**config.mk**
```make
export PLATFORM = sky130hd
export DESIGN_NAME = walsh_wave_gen
export DESIGN_NICKNAME = d
export VERILOG_FILES = /design/src/rtl/walsh_pkg.sv /design/src/rtl/walsh_step_counter.sv /design/src/rtl/walsh_row_decoder.sv /design/src/rtl/walsh_wave_gen.sv
export SDC_FILE = /design/constraint.sdc
export NUM_CORES = 1
export LEC_CHECK = 0
export BUFFER_PORTS_ARGS = -buffer_cell sky130_fd_sc_hd__buf_2
export CAP_MARGIN = 10
export CORE_AREA = 2 2 39 41
export CTS_CLUSTER_DIAMETER = 60
export DETAILED_ROUTE_END_ITERATION = 8
export DIE_AREA = 0 0 41 43
export GPL_TIMING_DRIVEN = 0
export PLACE_DENSITY = 0.37
export SLEW_MARGIN = 20
export SYNTH_ARGS = -nofsm -noshare
export SYNTH_HDL_FRONTEND = slang
export SYNTH_SLANG_ARGS = --single-unit
```
**constraint.sdc**
```tcl
create_clock -name clk -period 1.24 [get_ports clk]
set_input_delay 0.062 -clock clk [delete_from_list [all_inputs] [get_ports clk]]
set_output_delay 0.062 -clock clk [all_outputs]
set_load 0.02 [all_outputs]
```
**src/rtl/walsh_pkg.sv**
```systemverilog
package walsh_pkg;
  // Inverted parity of a masked vector: 1 when an even number of bits are set.
  function automatic logic even_parity(input logic [15:0] v);
    return ~^v;
  endfunction
endpackage

```
**src/rtl/walsh_step_counter.sv**
```systemverilog
module walsh_step_counter #(
  parameter int ORDER = 3
) (
  input  logic             clk,
  input  logic             rst,
  input  logic             advance,
  output logic [ORDER-1:0] step,
  output logic             at_first
);
  logic [ORDER-1:0] cnt_q;

  // Down counter: reset to all ones means elapsed step 0.
  always_ff @(posedge clk) begin
    if (rst)          cnt_q <= '1;
    else if (advance) cnt_q <= cnt_q - 1'b1;
  end

  assign step     = ~cnt_q;
  assign at_first = &cnt_q;

  // after the last step of a period an accepted transfer returns to step 0
  a_r4_wrap: assert property (@(posedge clk) disable iff (rst)
    (advance && (cnt_q == '0)) |=> at_first);

  // without an advance the step holds
  a_r6_hold_idle: assert property (@(posedge clk) disable iff (rst)
    !advance |=> $stable(step));
endmodule

```
**src/rtl/walsh_row_decoder.sv**
```systemverilog
module walsh_row_decoder
  import walsh_pkg::*;
#(
  parameter int ORDER = 3,
  localparam int NUM  = 1 << ORDER
) (
  input  logic [ORDER-1:0] step,
  output logic [NUM-1:0]   rows
);
  generate
    for (genvar k = 0; k < NUM; k++) begin : g_row
      if (k == 0) begin : g_const
        assign rows[k] = 1'b1;
      end else begin : g_xor
        localparam logic [ORDER-1:0] MASK = ORDER'(k);
        assign rows[k] = even_parity(16'(MASK & step));
      end
    end
  endgenerate
endmodule

```
**src/rtl/walsh_wave_gen.sv**
```systemverilog
module walsh_wave_gen #(
  parameter int ORDER = 3,
  localparam int NUM  = 1 << ORDER,
  localparam int HALF = NUM / 2
) (
  input  logic           clk,
  input  logic           rst,
  input  logic           en,
  input  logic           out_ready,
  output logic           out_valid,
  output logic [NUM-1:0] walsh_o,
  output logic           sync_o
);
  logic [ORDER-1:0] step;
  logic             at_first;
  logic             fire;

  assign out_valid = en;
  assign fire      = out_valid & out_ready;

  walsh_step_counter #(.ORDER(ORDER)) u_cnt (
    .clk(clk), .rst(rst), .advance(fire), .step(step), .at_first(at_first)
  );

  walsh_row_decoder #(.ORDER(ORDER)) u_dec (
    .step(step), .rows(walsh_o)
  );

  assign sync_o = out_valid & at_first;

  // a stalled sample and its flag stay put
  a_r5_hold_on_stall: assert property (@(posedge clk) disable iff (rst)
    (out_valid && !out_ready) |=> ($stable(walsh_o) && $stable(at_first)));

  // the period-start flag coincides with the all-ones column
  a_r8_sync_start: assert property (@(posedge clk) disable iff (rst)
    sync_o |-> (&walsh_o));

  // every column other than the first is balanced
  a_r9_balance: assert property (@(posedge clk) disable iff (rst)
    !(&walsh_o) |-> ($countones(walsh_o) == HALF));

  // row 0 never drops
  a_r2_row0_high: assert property (@(posedge clk) disable iff (rst)
    walsh_o[0]);
endmodule

```
==> impl_results.md <==
* Worst Path Max Fanout at 6
* Tmin final at 1.27 ns
* Pre-antenna DRT Iters at 1
* Final-report max-slew violation count at 0
* Die height at 43 µm
* Final Hold Fails at 0
* Root Buffer: clkbuf_4
* Core area at 1380 µm²
* Crit. End Element: primary output
* Starting DRT DRC Count at 0
* Setup ws final at -0.0262 ns
* Initial antenna violation count at 0
* Avg WL per Cell at 8.66 µm
* I/O pins at 14
* Met1 WL at 189 µm
* CTS sink cnt at 3
* Vias in the first global route at 196
* Die area at 1760 µm²
* CP endpoint: walsh_o[7]
* Max clock buf depth at 2
* Place WS at 0.0581 ns
* Max IR drop VDD at 379 µV
* DP Area at 302 µm²
* MaxCap Viol Count at 0
* Data required time at the worst endpoint at 1.18 ns
* RSZ-0062 raised after global routing: yes
* Fill cell count at 163
* Final Skew at 0.00237 ns
* # DRC at 0
* Worst R2R Setup Slack at 0.02 ns
* Top Metal Used: met3
* Critical Path Source Type: flop
* Biggest regs: u_cnt.cnt_q x3
* First-pass GRT wire length at 724 µm
* Mean Syn Cell Area at 8.91 µm²
* Comb pwr share at 0.319
* Net Sw Power at 0.124 mW
* Critical Path AT at 1.20 ns
* Reg with most FFs: u_cnt.cnt_q
* Failing checks: setup timing
* Inserted Diodes at 0
* Clock Pin Slew Worst Setup and Hold Paths at 0.04 ns
* Synth-to-layout area growth at 72.5%
* H-tree depth at 1
* Lkg Pwr at 0.174 nW
* Hold path depth at 2
* Hold_ws at 0.0469 ns
* Power Total at 0.406 mW
* Rows at 14
* Total wire length at 502 µm
* Largest net degree at the start of global routing at 9
* Mapped Cells at 24
* Period Utilization, post-route at 1.02
* Largest register FFs at 3
* Yosys cell types at 16
* Synth Warn # at 0
* Layout cells sized above 1 at 0.643
* Fmax at 790 MHz
* Die width at 41 µm
* Synth Cell Area at 214 µm²
* Sequential fraction of the synthesis area at 0.281
* Routability cong. at 0.722
* #FFs+latches synth at 3
* Via count at 217
* Power share of the clock group at 0.415
* Reg2reg end: u_cnt.cnt_q[1]$_SDFFE_PP1P_
* Total Neg Setup Slack at -0.0262 ns
* Critical path class: flop to primary output
* Layout Cells excl Fill at 58
* Starting density of the core at 0.155
* Final Util at 0.267
* Final setup fails at 1
* Num CTS Buffers at 3
* Outcome: finished, violations left
* Synthesized net count at 30
* GRT Resource Usage Total at 0.0641
* Post-DRT Antenna Nets at 0
* Worst reg2reg path depth at 5
* Placed instance count at 52
* Power density over cell area at 1100 nW/µm²
* Via density at 3.74
* Number of port buffers at 12
* Hold WC Path Type: input port to flop
* Met2 wire length at 278 µm
* Cell-internal power at 0.282 mW
* Worst Setup SP: u_cnt.cnt_q[0]$_SDFFE_PP1P_
* Metal3 WL at 34 µm
* Sequential fraction of design power at 0.267
* Worst-skew pair later-pin latency at 0.23 ns
* Finished Cell Area at 369 µm²
* GRT overflow at 0
* Sw Ratio at 0.305
* CTS tree: yes
* Final Net Count at 49
* Reg2reg start: u_cnt.cnt_q[0]$_SDFFE_PP1P_
-- critical path, stage by stage (launching register included) --
cell and delay [ns]:
dfxtp_4 0.38, inv_4 0.04, ha_4 0.25, xor2_1 0.14
buf_4 0.16
-- final cells by class --
cell class / instances / area (µm²) / share of cell area
clock buffer: 4 / 26.3 / 0.0712
buffer: 3 / 20.0 / 0.0542
multi-input combinational: 15 / 135 / 0.366
tap: 16 / 20.0 / 0.0542
timing repair buffer: 14 / 83.8 / 0.227
sequential: 3 / 67.6 / 0.183
inverter: 3 / 16.3 / 0.0441
-- how the worst min path moves through the flow --
stage               startpoint                     endpoint
finish                     rst  u_cnt.cnt_q[2]$_SDFFE_PP1P_
global route               rst  u_cnt.cnt_q[2]$_SDFFE_PP1P_
detailed placement         rst  u_cnt.cnt_q[2]$_SDFFE_PP1P_
CTS                        rst  u_cnt.cnt_q[2]$_SDFFE_PP1P_
floorplan                  rst  u_cnt.cnt_q[2]$_SDFFE_PP1P_
global placement           rst  u_cnt.cnt_q[2]$_SDFFE_PP1P_
-- cells in the mapped netlist --
library cell / instances / share of area
a21o_1: 1 / 0.035
inv_1: 3 / 0.053
buf_4: 2 / 0.070
conb_1: 1 / 0.018
xor2_1: 1 / 0.041
xnor2_1: 2 / 0.082
o21bai_1: 1 / 0.035
a311o_1: 1 / 0.047
ha_1: 2 / 0.12
buf_2: 1 / 0.023
and3_2: 2 / 0.070
dfxtp_1: 3 / 0.28
a21boi_1: 1 / 0.035
nand4_1: 1 / 0.029
a21oi_1: 1 / 0.023
a31o_1: 1 / 0.041
-- cells in the final DEF, fill, tap and decap left out, types with 2 or more instances in the layout --
master and instances:
and3_2 2, buf_2 11, buf_4 5, clkbuf_4 3
dfxtp_4 2, inv_4 2, xnor2_1 2
-- power by group through the flow --
stage	logic, mW	clock network (mW)	registers [mW]
floorplan	0.0620	0	0.114
global placement	0.103	0	0.109
detailed placement	0.104	0	0.109
CTS	0.128	0.178	0.107
global route	0.141	0.188	0.109
finish	0.129	0.168	0.108
-- cells by family after synthesis --
family | synth area share
AOI/OAI and AO/OA | 0.216
xor gates and xnor gates | 0.123
adders and majority gates | 0.117
buffers and inverters | 0.146
DFF | 0.281
other | 0.0175
and+or+nand+nor | 0.0994
-- per-layer routing --
layer / GRT usage / up-vias
met5: 0 / -
met4: 0.0600 / 0
met3: 0.0314 / 0
met2: 0.0906 / 7
met1: 0.0639 / 97
li1: - / 113
-- repair_timing --
action,in CTS,in global routing
setup endpoints to repair,2,3
resized for setup,5,2
cloned,0,0
hold buffers,0,0
buffers inserted,2,0
pin swaps,1,1
No activity file was read; power rests on OpenSTA's default activity.
